## src/rtl/rxseq_pkg.sv

```systemverilog
package rxseq_pkg;
    typedef enum logic [1:0] {
        ST_SLEEP  = 2'd0,
        ST_WARMUP = 2'd1,
        ST_ARMED  = 2'd2,
        ST_RECV   = 2'd3
    } seq_state_t;
endpackage

```

## src/rtl/rxseq_prescaler.sv

```systemverilog
// Half-tick and basic-tick generator; ratio picked by the band bit.
module rxseq_prescaler #(
    parameter int unsigned HALF_LO = 5,
    parameter int unsigned HALF_HI = 7
) (
    input  logic clk,
    input  logic rst_n,
    input  logic run,
    input  logic sel_hi,
    output logic half_tick,
    output logic base_tick
);
    localparam int unsigned HMAX = (HALF_HI > HALF_LO) ? HALF_HI : HALF_LO;
    localparam int unsigned CW   = $clog2(HMAX);

    logic [CW-1:0] cnt;
    logic [CW-1:0] lim;
    logic          phase;

    always_comb begin
        lim       = sel_hi ? CW'(HALF_HI - 1) : CW'(HALF_LO - 1);
        half_tick = run && (cnt == lim);
        base_tick = half_tick && phase;
    end

    always_ff @(posedge clk) begin
        if (!rst_n || !run) begin
            cnt   <= '0;
            phase <= 1'b0;
        end else if (cnt == lim) begin
            cnt   <= '0;
            phase <= ~phase;
        end else begin
            cnt <= cnt + 1'b1;
        end
    end
endmodule

```

## src/rtl/rxseq_extdiv.sv

```systemverilog
// Extended tick: every MAX_MULT >> range basic ticks.
module rxseq_extdiv #(
    parameter int unsigned MAX_MULT = 8
) (
    input  logic       clk,
    input  logic       rst_n,
    input  logic       run,
    input  logic       base_tick,
    input  logic [1:0] rng,
    output logic       ext_tick
);
    localparam int unsigned EW = (MAX_MULT > 2) ? $clog2(MAX_MULT) : 1;

    logic [EW-1:0] cnt;
    logic [EW-1:0] lim;

    always_comb begin
        lim      = EW'((MAX_MULT >> rng) - 1);
        ext_tick = base_tick && (cnt == lim);
    end

    always_ff @(posedge clk) begin
        if (!rst_n || !run) begin
            cnt <= '0;
        end else if (base_tick) begin
            cnt <= (cnt == lim) ? '0 : cnt + 1'b1;
        end
    end
endmodule

```

## src/rtl/rxseq_wake_timer.sv

```systemverilog
// Warm-up timer counting half basic periods.
module rxseq_wake_timer #(
    parameter int unsigned LEN_R0 = 1793,
    parameter int unsigned LEN_R1 = 1025,
    parameter int unsigned LEN_R2 = 1025,
    parameter int unsigned LEN_R3 = 641
) (
    input  logic       clk,
    input  logic       rst_n,
    input  logic       run,
    input  logic       half_tick,
    input  logic [1:0] rng,
    output logic       done
);
    localparam int unsigned M01  = (LEN_R0 > LEN_R1) ? LEN_R0 : LEN_R1;
    localparam int unsigned M23  = (LEN_R2 > LEN_R3) ? LEN_R2 : LEN_R3;
    localparam int unsigned LMAX = (M01 > M23) ? M01 : M23;
    localparam int unsigned TW   = $clog2(LMAX);

    logic [TW-1:0] cnt;
    logic [TW-1:0] lim;

    always_comb begin
        unique case (rng)
            2'd0:    lim = TW'(LEN_R0 - 1);
            2'd1:    lim = TW'(LEN_R1 - 1);
            2'd2:    lim = TW'(LEN_R2 - 1);
            default: lim = TW'(LEN_R3 - 1);
        endcase
        done = run && half_tick && (cnt == lim);
    end

    always_ff @(posedge clk) begin
        if (!rst_n || !run) begin
            cnt <= '0;
        end else if (half_tick) begin
            cnt <= cnt + 1'b1;
        end
    end
endmodule

```

## src/rtl/rx_startup_seq.sv

```systemverilog
module rx_startup_seq
    import rxseq_pkg::*;
#(
    parameter int unsigned HALF_LO  = 5,
    parameter int unsigned HALF_HI  = 7,
    parameter int unsigned MAX_MULT = 8,
    parameter int unsigned LEN_R0   = 1793,
    parameter int unsigned LEN_R1   = 1025,
    parameter int unsigned LEN_R2   = 1025,
    parameter int unsigned LEN_R3   = 641
) (
    input  logic       clk,
    input  logic       rst_n,
    input  logic       enable_i,
    input  logic       mode_i,
    input  logic [1:0] rate_sel_i,
    input  logic       demod_i,
    output logic       base_tick_o,
    output logic       ext_tick_o,
    output logic [1:0] state_o,
    output logic       analog_on_o,
    output logic       data_gate_o
);
    seq_state_t state, nxt;
    logic       mode_r;
    logic [1:0] rng_r;
    logic       demod_q;
    logic       fall;
    logic       run;
    logic       half_tick;
    logic       base_tick;
    logic       warm_done;

    assign run  = (state != ST_SLEEP);
    assign fall = demod_q && !demod_i;

    rxseq_prescaler #(.HALF_LO(HALF_LO), .HALF_HI(HALF_HI)) u_presc (
        .clk(clk), .rst_n(rst_n), .run(run), .sel_hi(mode_r),
        .half_tick(half_tick), .base_tick(base_tick)
    );

    rxseq_extdiv #(.MAX_MULT(MAX_MULT)) u_ext (
        .clk(clk), .rst_n(rst_n), .run(run), .base_tick(base_tick),
        .rng(rng_r), .ext_tick(ext_tick_o)
    );

    rxseq_wake_timer #(
        .LEN_R0(LEN_R0), .LEN_R1(LEN_R1), .LEN_R2(LEN_R2), .LEN_R3(LEN_R3)
    ) u_timer (
        .clk(clk), .rst_n(rst_n), .run(state == ST_WARMUP),
        .half_tick(half_tick), .rng(rng_r), .done(warm_done)
    );

    // Selections latched at wake-up; demod history for edge detect
    always_ff @(posedge clk) begin
        if (!rst_n) begin
            mode_r  <= 1'b0;
            rng_r   <= 2'd0;
            demod_q <= 1'b0;
        end else begin
            demod_q <= demod_i;
            if (state == ST_SLEEP && enable_i) begin
                mode_r <= mode_i;
                rng_r  <= rate_sel_i;
            end
        end
    end

    always_comb begin
        nxt = state;
        unique case (state)
            ST_SLEEP:  if (enable_i) nxt = ST_WARMUP;
            ST_WARMUP: if (!enable_i) nxt = ST_SLEEP;
                       else if (warm_done) nxt = ST_ARMED;
            ST_ARMED:  if (!enable_i) nxt = ST_SLEEP;
                       else if (fall) nxt = ST_RECV;
            ST_RECV:   if (!enable_i) nxt = ST_SLEEP;
            default:   nxt = ST_SLEEP;
        endcase
    end

    // State register
    always_ff @(posedge clk) begin
        if (!rst_n) state <= ST_SLEEP;
        else        state <= nxt;
    end

    // Outputs
    always_comb begin
        state_o     = state;
        base_tick_o = base_tick;
        analog_on_o = (state != ST_SLEEP);
        data_gate_o = (state == ST_RECV);
    end
endmodule

```

## config.mk

```make
export PLATFORM = sky130hd
export DESIGN_NAME = rx_startup_seq
export DESIGN_NICKNAME = d
export VERILOG_FILES = /design/src/rtl/rxseq_pkg.sv /design/src/rtl/rxseq_prescaler.sv /design/src/rtl/rxseq_extdiv.sv /design/src/rtl/rxseq_wake_timer.sv /design/src/rtl/rx_startup_seq.sv
export SDC_FILE = /design/constraint.sdc
export NUM_CORES = 1
export LEC_CHECK = 0
export BUFFER_PORTS_ARGS = -buffer_cell sky130_fd_sc_hd__clkbuf_2
export CAP_MARGIN = 0
export CORE_MARGIN = 3
export CORE_UTILIZATION = 35
export CTS_CLUSTER_DIAMETER = 120
export DETAILED_ROUTE_END_ITERATION = 12
export GPL_ROUTABILITY_DRIVEN = 0
export PLACE_DENSITY_LB_ADDON = 0.05
export SLEW_MARGIN = 20
export SYNTH_ARGS = -nofsm -noshare
export SYNTH_HDL_FRONTEND = slang
export SYNTH_SLANG_ARGS = --single-unit
```

## constraint.sdc

```tcl
create_clock -name clk -period 1.5 [get_ports clk]
set_input_delay 0.075 -clock clk [delete_from_list [all_inputs] [get_ports clk]]
set_output_delay 0.075 -clock clk [all_outputs]
set_load 0.005 [all_outputs]
```

# Word-level counts from Yosys, hierarchy flattened
# Index checks and enable logic that the tools add are counted.
# W data, S select, Z words.
[classes]
add_sub_neg = 4
mul = 0
div_mod_pow = 0
order_cmp = 0
n_eq_ne = 12
shifts = 1
muxes = 10
n_bitwise = 1
n_reduce_logical = 19
[ops]
columns = ["cell", "count"]
rows = [
  ["$pmux W11 S2", 1],
  ["$mux W2", 7],
  ["$add A11 B1 Y11 const B", 1],
  ["$eq A11 B11 Y1", 1],
  ["$pmux W2 S4", 1],
  ["$logic_and A1 B1 Y1", 7],
  ["$add A3 B1 Y3 const B", 2],
  ["$eq A2 B2 Y1 const B", 3],
  ["$eq A3 B3 Y1", 2],
  ["$ne A3 B3 Y1 const B", 2],
  ["$eq A2 B1 Y1 const B", 2],
  ["$logic_not A1 Y1", 4],
  ["$logic_not A2 Y1", 2],
  ["$ne A2 B2 Y1 const B", 2],
  ["$reduce_and A4 Y1", 1],
  ["$reduce_or A2 Y1", 2],
  ["$shr A4 B2 Y3 const A", 1],
  ["$mux W3", 1],
  ["$sub A3 B1 Y3 const B", 1],
  ["$logic_or A1 B1 Y1", 2],
  ["$reduce_bool A2 Y1", 1],
  ["$not A1 Y1", 1],
]
[totals]
regBits = 24
latchBits = 0
ramBits = 0
mem_bits_ro = 0
inputBits = 7
output_inout_bits = 6
elab_cells = 55
mem_count = 0

# Logic depth before layout (Yosys ltp)
[depth]
word_depth = 8
depth_mapped = 6
mapped_depth_nobuf = 6

# Cells and area by module
# Synthesis repeated with hierarchy kept, for this count alone.
[unflattened]
cells_unflattened = 136
area_unflattened_um2 = 1243.7
[by_module_without_submodules]
columns = ["mod", "instances", "cells_each", "area_each_um2", "seq_area_each_um2"]
rows = [
  ["rxseq_wake_timer", 1, 70, 610.6, 220.2],
  ["rx_startup_seq", 1, 28, 251.5, 120.1],
  ["rxseq_extdiv", 1, 21, 202.7, 60.1],
  ["rxseq_prescaler", 1, 17, 178.9, 80.1],
]

# Worst setup path after synthesis
# Ideal clock, no wire load.
[synth_path]
kind = "register -> register"
startpoint = "register rng_r[0]"
endpoint = "register state[0], in the netlist state_o[0]"
setup_time_ns = 0.115
arrival_time_ns = 1.333
required_time_ns = 1.385
path_slack_ns = 0.051
path_stages_with_launch = 7
n_path_buf = 0
synth_period_minus_slack_ns = 1.449
cell_sequence = "dfxtp_1 > inv_1 > ha_1 > xnor2_1 > nor4_2 > nand4b_1 > nor3b_1"
[synth_between]
elab_chain_len = 7
word_cells_on_any_way = 9
classes_between = "4 x eq/ne; 1 x mux; 4 x reduce/logical"
[synth_rtl]
columns = ["item", "line_no", "text"]
rows = [
  ["from (decl)", "rx_startup_seq.sv:26", "logic [1:0] rng_r;"],
  ["from (signal assigned)", "rx_startup_seq.sv:64", "rng_r <= rate_sel_i;"],
  ["$eq A2 B1 Y1 / $eq A2 B2 Y1 (equally long branches)", "rxseq_wake_timer.sv:24", "unique case (rng)"],
  ["$reduce_or A2 Y1 (no source line)", "n/a", ""],
  ["$pmux W11 S2 (*)", "rxseq_wake_timer.sv:24", ""],
  ["$eq A11 B11 Y1 (*)", "rxseq_wake_timer.sv:30", "done = run && half_tick && (cnt == lim);"],
  ["$logic_and A1 B1 Y1 (*)", "rxseq_wake_timer.sv:30", ""],
  ["$ne A3 B3 Y1 (no source line) (*)", "n/a", ""],
  ["$reduce_and A4 Y1 (no source line) (*)", "n/a", ""],
  ["to (signal assigned)", "rx_startup_seq.sv:85", "else state <= nxt;"],
  ["to (decl)", "rx_startup_seq.sv:24", "seq_state_t state, nxt;"],
]
# Every way passes the cells marked *; elsewhere a longest branch is shown, timed or not.
# A chain may end at the register's enable or synchronous reset.

# Worst setup path in the final report
[layout_path]
startpoint = "register u_presc.cnt[0]"
endpoint = "output ext_tick_o"
[layout_between]
elab_chain_len = 4
[layout_rtl]
columns = ["item", "line_no", "text"]
rows = [
  ["from (decl)", "rxseq_prescaler.sv:16", "logic [CW-1:0] cnt;"],
  ["from (signal assigned)", "rxseq_prescaler.sv:34", "cnt <= cnt + 1'b1;"],
  ["$eq A3 B3 Y1", "rxseq_prescaler.sv:22", "half_tick = run && (cnt == lim);"],
  ["$logic_and A1 B1 Y1", "rxseq_prescaler.sv:22", ""],
  ["$logic_and A1 B1 Y1", "rxseq_prescaler.sv:23", "base_tick = half_tick && phase;"],
  ["$logic_and A1 B1 Y1", "rxseq_extdiv.sv:19", "ext_tick = base_tick && (cnt == lim);"],
  ["to (decl)", "rx_startup_seq.sv:19", "output logic ext_tick_o,"],
]
# Every way passes these cells.

==> summary.md <==
| Metric | Value |
|---|---|
| Status | `finished with violations` |
| Violated checks | `negative setup slack` |
| Yosys top cell area share | `37.54%` |
| Crit Path Max Fanout | `4` |
| Async SR Flop Fraction | `0%` |
| Critical path required time | `1.42 ns` |
| Wirelength per Cell | `12.86 um` |
| Hold Vio Cnt, Final | `0` |
| 1st-iter DRT viols | `66` |
| Fin worst setup slack | `-0.1436 ns` |
| CP arrival | `1.57 ns` |
| Via count of the first global-routing pass | `1,143` |
| Mapped Avg Cell Area | `roughly 8.6 sq um` |
| Peak Freq | `608.4 MHz` |
| Drt via density | `approximately 5.0` |
| DRC Markers | `0` |
| Placed Cells incl. Taps | `221` |
| Largest net degree at the start of global routing | `14` |
| Clk_skew | `0.007579 ns` |
| # nets final | `208` |
| DRT Pass-1 Iters | `4` |
| Reg power frac | `56.6%` |
| Unique masters post-synth | `39` |
| Min Clock Period, post-route | `1.644 ns` |
| Area contributors post-synth | `dfxtp_1, ha_1, xnor2_1` |
| Post-synthesis instance total | `149` |
| CP Launch Type | `register` |
| Lkg Pwr | `~0.67 nW` |
| Crit. End Element | `primary output` |
| Antenna violation net count after detailed routing | `0` |
| Clk pwr share | `30.8%` |
| Met2 usage | `24.04%` |
| CTS tree | `done` |
| # IOs | `13` |
| DRT Wirelength | `3060 um` |
| Post-DP HPWL | `approximately 2100 um` |
| Switching Power | `0.2900 mW` |
| Chip width | `66.48 um` |
| R2r setup slk | `-0.05 ns` |
| Clock root buffer | `clkbuf_4` |
| Cts bufs inserted | `3` |
| Initial Utilization | `37.47%` |
| Slowest CP cell | `or3_4` |
| #FFs+latches synth | `24` |
| Fin Setup TNS | `-0.3903 ns` |
| Clock H-tree levels | `1` |
| Full die area | `4419 sq um` |
| Sink Count | `24` |
| Ant. Diodes | `0` |
| GR peak layer | `met2` |
| Sw frac | `between 20% and 30%` |
| Vias | `1,198` |
| Overflow after GRT | `0` |
| Post-synth top area cell | `dfxtp_1` |
| Max_slew headroom | `68.23%` |
| Cell with the most instances after synthesis | `dfxtp_1` |
| Hold Crit Class | `in2reg` |
| Core area | `3416 sq um` |
| Unrepaired setup endpoints after global routing | `yes` |
| Worst IR Drop VDD | `roughly 0.5 mV` |
| Port bufs | `12` |
| Die H | `66.48 um` |
| GR Util All Layers | `15.54%` |
| Final std cells w/o fill | `238` |
| Crit path kind | `reg2out` |
| Initial antenna violation count | `0` |
| Worst path max stage delay | `0.38 ns` |
| Later-pin clock latency in the skew report | `0.33 ns` |
| Synthesized net count | `164` |
| Max Root-Sink Buffers | `2` |
| Final cycle utilization of the critical path | `109.6%` |
| Top_reg_cell synth | `dfxtp_1` |
| P&R area growth vs syn | `45.85%` |
| Slew Viols, Final | `0` |
| Logic pwr share | `12.6%` |
| Number of flops mapped to enable cells by yosys | `0` |
| Post-synthesis cell area | `~1300 sq um` |
| GRT met1 Usage | `a little over a fifth` |
| Internal power | `0.8714 mW` |
| # setup viols final | `7` |
| Rows | `21` |
| Share of layout cells above drive strength 1 | `41.15%` |
| Crit path cell chain | `buf_6, nand3b_1, or3_4, nor3_2, buf_2` |
| Met3 Use GR | `4.047%` |
| Top post-synthesis cells by count | `dfxtp_1, nand2_1, a21oi_1, nor2_1` |
| Power per Cell Area | `622.2 nW/um^2` |
| Synth warn | `0` |
| Seq/Total Area, Yosys | `37.54%` |
| First-pass GRT wire length | `around 5300 um` |
| CTS clk-pin slew, worst paths | `~0.13 ns` |
| Max-cap violation count | `0` |
| Slew @ Worst Pin | `0.4752 ns` |
==> per-layer routing <==
metal	vias to the layer above	share of wire (%)
li1	620	-
met1	560	49
met2	14	47
met3	4	2.9
met4	0	1.4
met5	-	0
==> cells in the final DEF, fill, tap and decap left out, types with 4 or more instances in the layout <==
master and n:
ha_1 4, dlygate4sd3_1 4, nand3_1 5, or4_1 4, nand2_1 13, dfxtp_1 14, nand4_1 5, dfxtp_2 8
xnor2_1 5, inv_1 4, o21ai_0 5, clkbuf_2 11, a21oi_1 9, nor2_1 9, buf_4 23
==> cells by family (layout without fill, tap and decap cells) <==
group / count (synthesis) / after routing / share of synthesized area (%)
mux: 1 / 1 / 0.7820
simple gates: 66 / 66 / 29.62
compound gates: 27 / 27 / 12.61
fa+ha+maj: 8 / 8 / 7.820
buf+inv: 11 / 54 / 3.420
xor+xnor: 12 / 12 / 8.211
flops: 24 / 24 / 37.54
==> worst max-delay path: cells and delay by family, from the launching register on <==
kind / cells / cell delay [ns]
simple gates: 3 / 0.66
flops: 1 / 0.36
buf+inv: 2 / 0.24
==> final cells by class <==
class	instances	area, sq um
fillers	332	1549
clock buffers	4	36.28
well taps	46	57.56
multi-input cells	114	932.1
inverters	8	36.28
flip-flops and latches	24	498.0
repair buffers	42	306.5
==> power groups by stage <==
stage | Combinational [mW] | Clock (mW) | Sequential [mW]
CTS | 0.118 | 0.373 | 0.656
global placement | 0.0933 | 0 | 0.666
finish | 0.146 | 0.358 | 0.657
detailed placement | 0.0934 | 0 | 0.666
floorplan | 0.0494 | 0 | 0.667
global route | 0.160 | 0.401 | 0.659
==> path summary, 6_finish.rpt <==
kind	start	to	cells after the start
max	u_presc.cnt[0]	ext_tick_o	5
min	enable_i	state_o[0]	3
max reg2reg	mode_r	u_timer.cnt[7]	5
min reg2reg	u_timer.cnt[6]	u_timer.cnt[6]	2
==> flip-flops by register name (all words and copies together) (netlist names) <==
signal / count
rng_r: 2
state_o: 2
u_ext.cnt: 3
u_timer.cnt: 11
u_presc.cnt: 3
demod_q: 1
mode_r: 1
u_presc.phase: 1
==> timing repair <==
action | CTS | global route
gates resized for setup | 20 | 28
hold buffers | 4 | 0
pin swaps | 10 | 19
buffers inserted | 6 | 4
endpoints found under the setup margin | 12 | 17
endpoints found under the hold margin | 4 | 0
==> through the flow <==
step	worst slack, ns	instance area, sq um	util (%)	total power, mW	hold slack (ns)
6_report	-0.1436	1867	54.65	1.161	0.03141
5_1_grt	-0.2289	1867	54.65	1.220	0.03042
4_1_cts	-0.2134	1715	50.22	1.147	0.01152
3_5_place_dp	-0.09318	1513	44.29	0.7599	0.2996
3_3_place_gp	-0.03728	1513	44.29	0.7597	0.2981
2_1_floorplan	0.05147	1280	-	0.7167	0.1967
No activity file was read; power rests on OpenSTA's default activity.
